File: config.mk
export PLATFORM = sky130hd
export DESIGN_NAME = dspg_run_gate
export DESIGN_NICKNAME = d
export VERILOG_FILES = /design/src/rtl/dspg_pkg.sv /design/src/rtl/dspg_ctrl_regs.sv /design/src/rtl/dspg_path_guard.sv /design/src/rtl/dspg_mem_gate.sv /design/src/rtl/dspg_run_gate.sv
export SDC_FILE = /design/constraint.sdc
export NUM_CORES = 1
export LEC_CHECK = 0
export ABC_CLOCK_PERIOD_IN_PS = 1700
export BUFFER_PORTS_ARGS = -buffer_cell sky130_fd_sc_hd__buf_4
export CAP_MARGIN = 10
export CORE_MARGIN = 2
export CORE_UTILIZATION = 32
export DETAILED_ROUTE_END_ITERATION = 10
export GPL_ROUTABILITY_DRIVEN = 0
export PLACE_DENSITY_LB_ADDON = 0.1
export REMOVE_ABC_BUFFERS = 1
export SYNTH_ARGS = -nofsm -noshare
export SYNTH_HDL_FRONTEND = slang
export SYNTH_HIERARCHICAL = 1
export SYNTH_SLANG_ARGS = --single-unit
File: constraint.sdc
create_clock -name clk -period 1.7 [get_ports clk]
set_input_delay 0.085 -clock clk [delete_from_list [all_inputs] [get_ports clk]]
set_output_delay 0.085 -clock clk [all_outputs]
set_load 0.005 [all_outputs]
File: src/rtl/dspg_pkg.sv
`timescale 1ns/1ps
package dspg_pkg;
    typedef enum logic [1:0] {
        RA_CTRL = 2'd0,
        RA_PATH = 2'd1,
        RA_STAT = 2'd2,
        RA_NONE = 2'd3
    } reg_addr_e;

    localparam int CTRL_GO_BIT   = 0;
    localparam int CTRL_EN_BIT   = 1;
    localparam int STAT_PERR_BIT = 0;
    localparam int STAT_DMA_BIT  = 1;

    typedef struct packed {
        logic en;
        logic go;
    } ctrl_wr_t;

    typedef struct packed {
        logic perr_clr;
        logic dma_clr;
    } stat_wr_t;

    function automatic ctrl_wr_t unpack_ctrl(input logic en, input logic go);
        ctrl_wr_t c;
        c.en = en;
        c.go = go;
        return c;
    endfunction
endpackage

File: src/rtl/dspg_ctrl_regs.sv
`timescale 1ns/1ps
module dspg_ctrl_regs
    import dspg_pkg::*;
(
    input  logic     clk,
    input  logic     rst,
    input  logic     wr_ctrl,
    input  ctrl_wr_t ctrl_in,
    input  logic     wr_stat,
    input  stat_wr_t stat_in,
    output logic     core_en,
    output logic     core_start,
    output logic     dma_clr_req
);
    always_ff @(posedge clk) begin
        if (rst) begin
            core_en     <= 1'b0;
            core_start  <= 1'b0;
            dma_clr_req <= 1'b0;
        end else begin
            core_start <= wr_ctrl && ctrl_in.go && ctrl_in.en;
            if (wr_ctrl) begin
                core_en <= ctrl_in.en;
            end
            if (wr_ctrl && core_en && !ctrl_in.en) begin
                dma_clr_req <= 1'b1;
            end else if (wr_stat && stat_in.dma_clr) begin
                dma_clr_req <= 1'b0;
            end
        end
    end
endmodule

File: src/rtl/dspg_path_guard.sv
`timescale 1ns/1ps
module dspg_path_guard #(
    parameter int NP = 4
) (
    input  logic          clk,
    input  logic          rst,
    input  logic          core_en,
    input  logic          wr_path,
    input  logic [NP-1:0] path_in,
    input  logic          perr_clr,
    output logic [NP-1:0] path_en,
    output logic          path_err
);
    logic adds_bits;
    logic refuse;

    always_comb begin
        adds_bits = |(path_in & ~path_en);
        refuse    = wr_path && !core_en && adds_bits;
    end

    always_ff @(posedge clk) begin
        if (rst) begin
            path_en  <= '0;
            path_err <= 1'b0;
        end else begin
            if (wr_path && !refuse) begin
                path_en <= path_in;
            end
            if (refuse) begin
                path_err <= 1'b1;
            end else if (perr_clr) begin
                path_err <= 1'b0;
            end
        end
    end
endmodule

File: src/rtl/dspg_mem_gate.sv
`timescale 1ns/1ps
module dspg_mem_gate #(
    parameter int MAW = 10,
    parameter int MDW = 24
) (
    input  logic           core_en,
    input  logic           mem_req,
    input  logic           mem_we,
    input  logic [MAW-1:0] mem_addr,
    input  logic [MDW-1:0] mem_wdata,
    output logic [MDW-1:0] mem_rdata,
    output logic           mem_err,
    output logic           fw_req,
    output logic           fw_we,
    output logic [MAW-1:0] fw_addr,
    output logic [MDW-1:0] fw_wdata,
    input  logic [MDW-1:0] fw_rdata
);
    logic granted;

    always_comb begin
        granted   = mem_req && !core_en;
        fw_req    = granted;
        fw_we     = granted && mem_we;
        fw_addr   = mem_addr;
        fw_wdata  = mem_wdata;
        mem_err   = mem_req && core_en;
        mem_rdata = granted ? fw_rdata : '0;
    end
endmodule

File: src/rtl/dspg_run_gate.sv
`timescale 1ns/1ps
module dspg_run_gate
    import dspg_pkg::*;
#(
    parameter int DW  = 8,
    parameter int NP  = 4,
    parameter int MAW = 10,
    parameter int MDW = 24
) (
    input  logic           clk,
    input  logic           rst,
    input  logic           reg_we,
    input  logic [1:0]     reg_addr,
    input  logic [DW-1:0]  reg_wdata,
    output logic [DW-1:0]  reg_rdata,
    output logic           core_en,
    output logic           core_start,
    input  logic           mem_req,
    input  logic           mem_we,
    input  logic [MAW-1:0] mem_addr,
    input  logic [MDW-1:0] mem_wdata,
    output logic [MDW-1:0] mem_rdata,
    output logic           mem_err,
    output logic           fw_req,
    output logic           fw_we,
    output logic [MAW-1:0] fw_addr,
    output logic [MDW-1:0] fw_wdata,
    input  logic [MDW-1:0] fw_rdata,
    output logic [NP-1:0]  path_en,
    output logic           path_err,
    output logic           dma_clr_req
);
    reg_addr_e ra;
    logic      wr_ctrl, wr_path, wr_stat;
    ctrl_wr_t  ctrl_in;
    stat_wr_t  stat_in;
    logic      unused_wbits;

    always_comb begin
        ra               = reg_addr_e'(reg_addr);
        wr_ctrl          = reg_we && (ra == RA_CTRL);
        wr_path          = reg_we && (ra == RA_PATH);
        wr_stat          = reg_we && (ra == RA_STAT);
        ctrl_in          = unpack_ctrl(reg_wdata[CTRL_EN_BIT], reg_wdata[CTRL_GO_BIT]);
        stat_in.perr_clr = reg_wdata[STAT_PERR_BIT];
        stat_in.dma_clr  = reg_wdata[STAT_DMA_BIT];
        unused_wbits     = ^reg_wdata;
    end

    dspg_ctrl_regs u_ctrl (
        .clk         (clk),
        .rst         (rst),
        .wr_ctrl     (wr_ctrl),
        .ctrl_in     (ctrl_in),
        .wr_stat     (wr_stat),
        .stat_in     (stat_in),
        .core_en     (core_en),
        .core_start  (core_start),
        .dma_clr_req (dma_clr_req)
    );

    dspg_path_guard #(.NP(NP)) u_path (
        .clk      (clk),
        .rst      (rst),
        .core_en  (core_en),
        .wr_path  (wr_path),
        .path_in  (reg_wdata[NP-1:0]),
        .perr_clr (wr_stat && stat_in.perr_clr),
        .path_en  (path_en),
        .path_err (path_err)
    );

    dspg_mem_gate #(.MAW(MAW), .MDW(MDW)) u_mem (
        .core_en   (core_en),
        .mem_req   (mem_req),
        .mem_we    (mem_we),
        .mem_addr  (mem_addr),
        .mem_wdata (mem_wdata),
        .mem_rdata (mem_rdata),
        .mem_err   (mem_err),
        .fw_req    (fw_req),
        .fw_we     (fw_we),
        .fw_addr   (fw_addr),
        .fw_wdata  (fw_wdata),
        .fw_rdata  (fw_rdata)
    );

    always_comb begin
        reg_rdata = '0;
        unique case (ra)
            RA_CTRL: reg_rdata[CTRL_EN_BIT] = core_en;
            RA_PATH: reg_rdata[NP-1:0]      = path_en;
            RA_STAT: begin
                reg_rdata[STAT_PERR_BIT] = path_err;
                reg_rdata[STAT_DMA_BIT]  = dma_clr_req;
            end
            default: reg_rdata = '0;
        endcase
    end
endmodule

Word-level counts from Yosys, hierarchy flattened. Cells that the tools add are included.

Bits in registers: 8. Input port bits: 73. Word-level logic and storage cells: 39.

Muxes and demuxes: 8. Bitwise logic cells: 2. Reductions and logical operators: 22. Equality and inequality tests: 2.

Operators with widths (count): 24-bit 2-to-1 mux (1); 1-bit logical AND (15); 4-bit AND (1); 1-bit 2-to-1 mux (4); 4-bit NOT (1); 2-bit nonzero test (2); 4-bit OR reduction (1); 1-bit zero test (3); 1-bit one-hot mux with 3 select lines (1); 2-bit by 1-bit == test with 1-bit output (second input constant) (1); 2-bit == test (second input constant) (1); 2-bit zero test (1); 2-bit 2-to-1 mux (1); 1-bit one-hot mux with 2 select lines (1).

Longest topological paths before layout.
Depth after elaboration: 6. Depth in mapped cells: 7. Mapped depth without buffers: 6.

Cells and area by module. The synthesis kept the hierarchy.

Modules (own cells, without submodules): dspg_mem_gate (area each 541.8 µm², instances 1, cells each 65); dspg_path_guard (area each 326.6 µm², instances 1, cells each 37); dspg_run_gate (area each 160.2 µm², instances 1, cells each 21); dspg_ctrl_regs (area each 113.9 µm², instances 1, cells each 10).

Worst setup path after synthesis. No wires, ideal clock.

Kind: register to register. Start: register u_path.path_en[1]. End: register u_path.path_en[0]. Required time: 1.618 ns. Data arrival time: 1.192 ns. Path slack: 0.426 ns. Setup time: 0.082 ns. Period minus slack after synthesis: 1.274 ns. Stages on the path, launching flop included: 4. Buffers on the path: 0. Path through: dfxtp_1 -> nor2b_4 -> or4_4 -> o221ai_1.

Word-level cells in the longest chain between the ends: 6.

Ends and longest elaborated chain: from (decl) (line dspg_path_guard.sv:11) `output logic [NP-1:0] path_en,`; from (signal assigned) (line dspg_path_guard.sv:28) `path_en <= path_in;`; 4-bit NOT (line dspg_path_guard.sv:18) `adds_bits = |(path_in & ~path_en);`; 4-bit AND (line dspg_path_guard.sv:18); 4-bit OR reduction (line dspg_path_guard.sv:18); 1-bit logical AND (line dspg_path_guard.sv:19) `refuse = wr_path && !core_en && adds_bits;`; 1-bit zero test (line dspg_path_guard.sv:27) `if (wr_path && !refuse) begin`; 1-bit logical AND (line dspg_path_guard.sv:27).

Every way passes these cells. A chain may end at the register's enable or synchronous reset.

Worst setup path in the final report.
Start: register u_ctrl.core_en. End: output port mem_rdata[0].

Word-level cells in the longest chain between the ends: 3.

Ends and longest elaborated chain: from (decl) (line dspg_ctrl_regs.sv:11) `output logic core_en,`; from (signal assigned) (line dspg_ctrl_regs.sv:23) `core_en <= ctrl_in.en;`; 1-bit zero test (line dspg_mem_gate.sv:22) `granted = mem_req && !core_en;`; 1-bit logical AND (line dspg_mem_gate.sv:22); 24-bit 2-to-1 mux (line dspg_mem_gate.sv:28) `mem_rdata = granted ? fw_rdata : '0;`; to (decl) (line dspg_run_gate.sv:22) `output logic [MDW-1:0] mem_rdata,`.

Every way passes these cells.

==> summary.md <==
| Metric | Value |
|---|---|
| Switching Power | between 0.15 and 0.2 mW |
| Worst-path clk slew | 0.06 ns |
| Core area | ~0.0034 mm^2 |
| Comb pwr share | 39.7% |
| Area occupied by multi-input gates | about 650 um^2 |
| Most frequent cells in the layout | buf_4, and3b_1, nor2b_1 |
| Drt pass-1 iters | 4 |
| Die Y | about 64 um |
| Hold Path Class | primary input to flop |
| Clock Tree Buf Depth | 2 |
| Die Wd | 63.8 um |
| Yosys warns | 6 |
| Clk_skew | 0.00209 ns |
| Fmax | 654 MHz |
| Synth top area cells | buf_4, dfxtp_1, and3b_1 |
| Synth Area per Inst | 8.59 um^2 |
| Tmin final | 1.53 ns |
| Nets | 249 |
| Worst Path Max Fanout | 29 |
| Critical path cell sequence | buf_4, and3b_2, buf_4 |
| Global-route usage over all layers | 21.5% |
| Core Util, Final | 42.9% |
| Largest net degree at the start of global routing | 30 |
| Storage cell area | 160 um^2 |
| Full die area | 0.00406 mm^2 |
| CP Launch Type | flop |
| Routed wire per std cell | between 20 and 25 um |
| Data required, critical path | around 1.6 ns |
| Vias/cell | between 5 and 6 |
| Switching Share | 28.8% |
| Vias in the first global route | a little over 1000 |
| Hpwl dp | 3770 um |
| Synth-to-layout area growth | 27.4% |
| H-tree depth | 1 |
| DRT antenna net count | 0 |
| Total power draw | 0.594 mW |
| Synth Register Bits | 8 |
| Clock Power Share | 26.0% |
| DRT iter0 DRCs | 39 |
| Root buf cell | clkbuf_4 |
| Yosys top cell by area | buf_4 |
| TritonCTS clock tree | yes |
| Vias | 1094 |
| Share of layout cells above drive strength 1 | 54.7% |
| Clock sinks | 8 |
| Reg-to-reg setup timing slack | 0.29 ns |
| Worst R2R End | u_path/path_en[2] |
| Initial Util | 33.7% |
| Final setup viols | 0 |
| Sequential area share after synthesis | 14.0% |
| Worst Path Class, Setup | flop to primary output |
| Library cells used by synthesis | 30 |
| Leak | between 0.7 and 0.8 nW |
| Number of fillers in the final layout | 335 |
| IO buf count | 73 |
| Tcrit/Tclk final | 90.0% |
| Initial antenna violation count | 0 |
| Mapped Cells | 133 |
| Sink of the worst hold path | u_ctrl/dma_clr_req |
| Post-Syn Area | 0.00114 mm^2 |
| Crit. End Element | primary output |
| Pint | 0.422 mW |
| Slew Limit Fails | 0 |
| Maximum vdd drop | between 0.2 and 0.3 mV |
| Flop pwr share | between 30% and 40% |
| Buffer count from post-CTS setup fixing | 0 |
| Power Dens Cells | about 410 mW/mm^2 |
| Post-route DRC | 0 |
| Crit-path slowest cell | dfxtp_1 |
| R2R cell count | 3 |
| Routed Wire Length | 4530 um |
| Most common cell after layout, fill and taps aside | buf_4 |
| Hold Path Depth | 2 |
| First-pass GRT wire length | 6370 um |
| Clk_lat worst skew | 0.26 ns |
| Endpoints failing hold | 0 |
| I/O Pins | 150 |
| Remaining Overflow, GRT | 0 |
| Final setup TNS | 0 ns |
| Status | finished clean |
| Area share of the largest cell type after synthesis | 25.0% |
| Antenna diodes | 0 |
| CP most frequent cell | buf_4 |
| R2R Path Start | u_path/path_en[1] |
| RSZ-0062 raised after global routing | no |
| CP peak stage delay | 0.52 ns |
| Rows | 21 |
| WP data arrival | between 1 and 1.5 ns |
| MaxCap Viol Count | 0 |
| Hold Crit Start | rst |
| CTS Hold Bufs | 0 |
| Quantity of gates resized following cts | 0 |
| Number of CTS-inserted buffers | 3 |
==> power by group through the flow <==
stage	clock network [mW]	logic, mW	registers [mW]
after floorplan	0	0.0831	0.208
after global placement	0	0.233	0.208
after detailed placement	0	0.236	0.208
after CTS	0.158	0.236	0.204
after global routing	0.168	0.257	0.205
final	0.154	0.236	0.204
==> per-stage QoR <==
step / std cells / setup slack, ns / instance area, um^2 / hold slack [ns]
2_1_floorplan: 93 / 0.391 / 820 / 0.147
4_1_cts: 216 / 0.155 / 1460 / 0.0633
3_5_place_dp: 213 / 0.221 / 1430 / 0.170
5_1_grt: 216 / 0.0776 / 1460 / 0.0648
6_report: 216 / 0.170 / 1460 / 0.0707
3_3_place_gp: 213 / 0.262 / 1430 / 0.170
==> state kept, by name (all words and copies together) (netlist names) <==
name	cells
u_ctrl/dma_clr_req	1
u_path/path_err	1
u_path/path_en	4
u_ctrl/core_en	1
u_ctrl/core_start	1
==> cell families (layout without fill, tap and decap cells) <==
family          after synthesis  after routing  share of synthesized area [%]
simple gates                 56             56                           38.2
other cells                   1              4                          0.328
compound gates               19             19                           13.1
flops                         8              8                           14.0
fa+ha+maj                     4              4                           4.38
buf+inv                      45             79                           29.9
==> worst max-delay path by stage <==
stage | startpoint | end | cells past startpoint
2_1_floorplan | u_ctrl/core_en | u_path/path_en[3] | 3
3_3_place_gp | reg_addr[1] | u_path/path_en[0] | 7
3_5_place_dp | reg_addr[1] | u_path/path_en[3] | 7
4_1_cts | u_ctrl/core_en | mem_rdata[0] | 3
5_1_grt | u_ctrl/core_en | mem_rdata[2] | 3
6_report | u_ctrl/core_en | mem_rdata[0] | 3
==> cells in the mapped netlist <==
| cell | count |
|---|---|
| and3b_2 | 7 |
| inv_1 | 2 |
| or4_4 | 1 |
| a22oi_1 | 1 |
| ha_1 | 4 |
| and2_2 | 4 |
| and3b_1 | 18 |
| nand2b_1 | 2 |
| a222oi_1 | 1 |
| o221ai_1 | 4 |
| clkbuf_1 | 1 |
| dfxtp_1 | 8 |
| nand3b_1 | 1 |
| nor2b_4 | 2 |
| nor3b_2 | 1 |
| and3_1 | 1 |
| nor2_1 | 2 |
| a21oi_2 | 1 |
| and2_1 | 2 |
| o311ai_0 | 2 |
| nand2_1 | 5 |
| conb_1 | 1 |
| a31oi_1 | 4 |
| a21oi_1 | 2 |
| o311ai_1 | 2 |
| buf_4 | 38 |
| buf_6 | 4 |
| nor2b_1 | 10 |
| o41ai_1 | 1 |
| a21bo_1 | 1 |
==> final cells by class <==
cell class	count	area share (%)
Clock buffer	3	1.55
Inverter	2	0.516
Multi-Input combinational cell	83	44.8
Sequential cell	8	11.0
Tap cell	46	3.96
Timing Repair Buffer	74	38.2
==> critical path, delay by kind of cell (launching register included) <==
kind | cells | cell delay (ns)
flip-flops | 1 | 0.52
buffers and inverters | 2 | 0.44
AND/OR/NAND/NOR | 1 | 0.23
==> per-layer routing <==
layer | wire [um] | GRT usage, %
met5 | 0 | 0
met4 | 0 | 2.45
met3 | 1080 | 23.4
met2 | 2110 | 35.1
met1 | 1340 | 18.3
(Power assumes the default switching activity.)
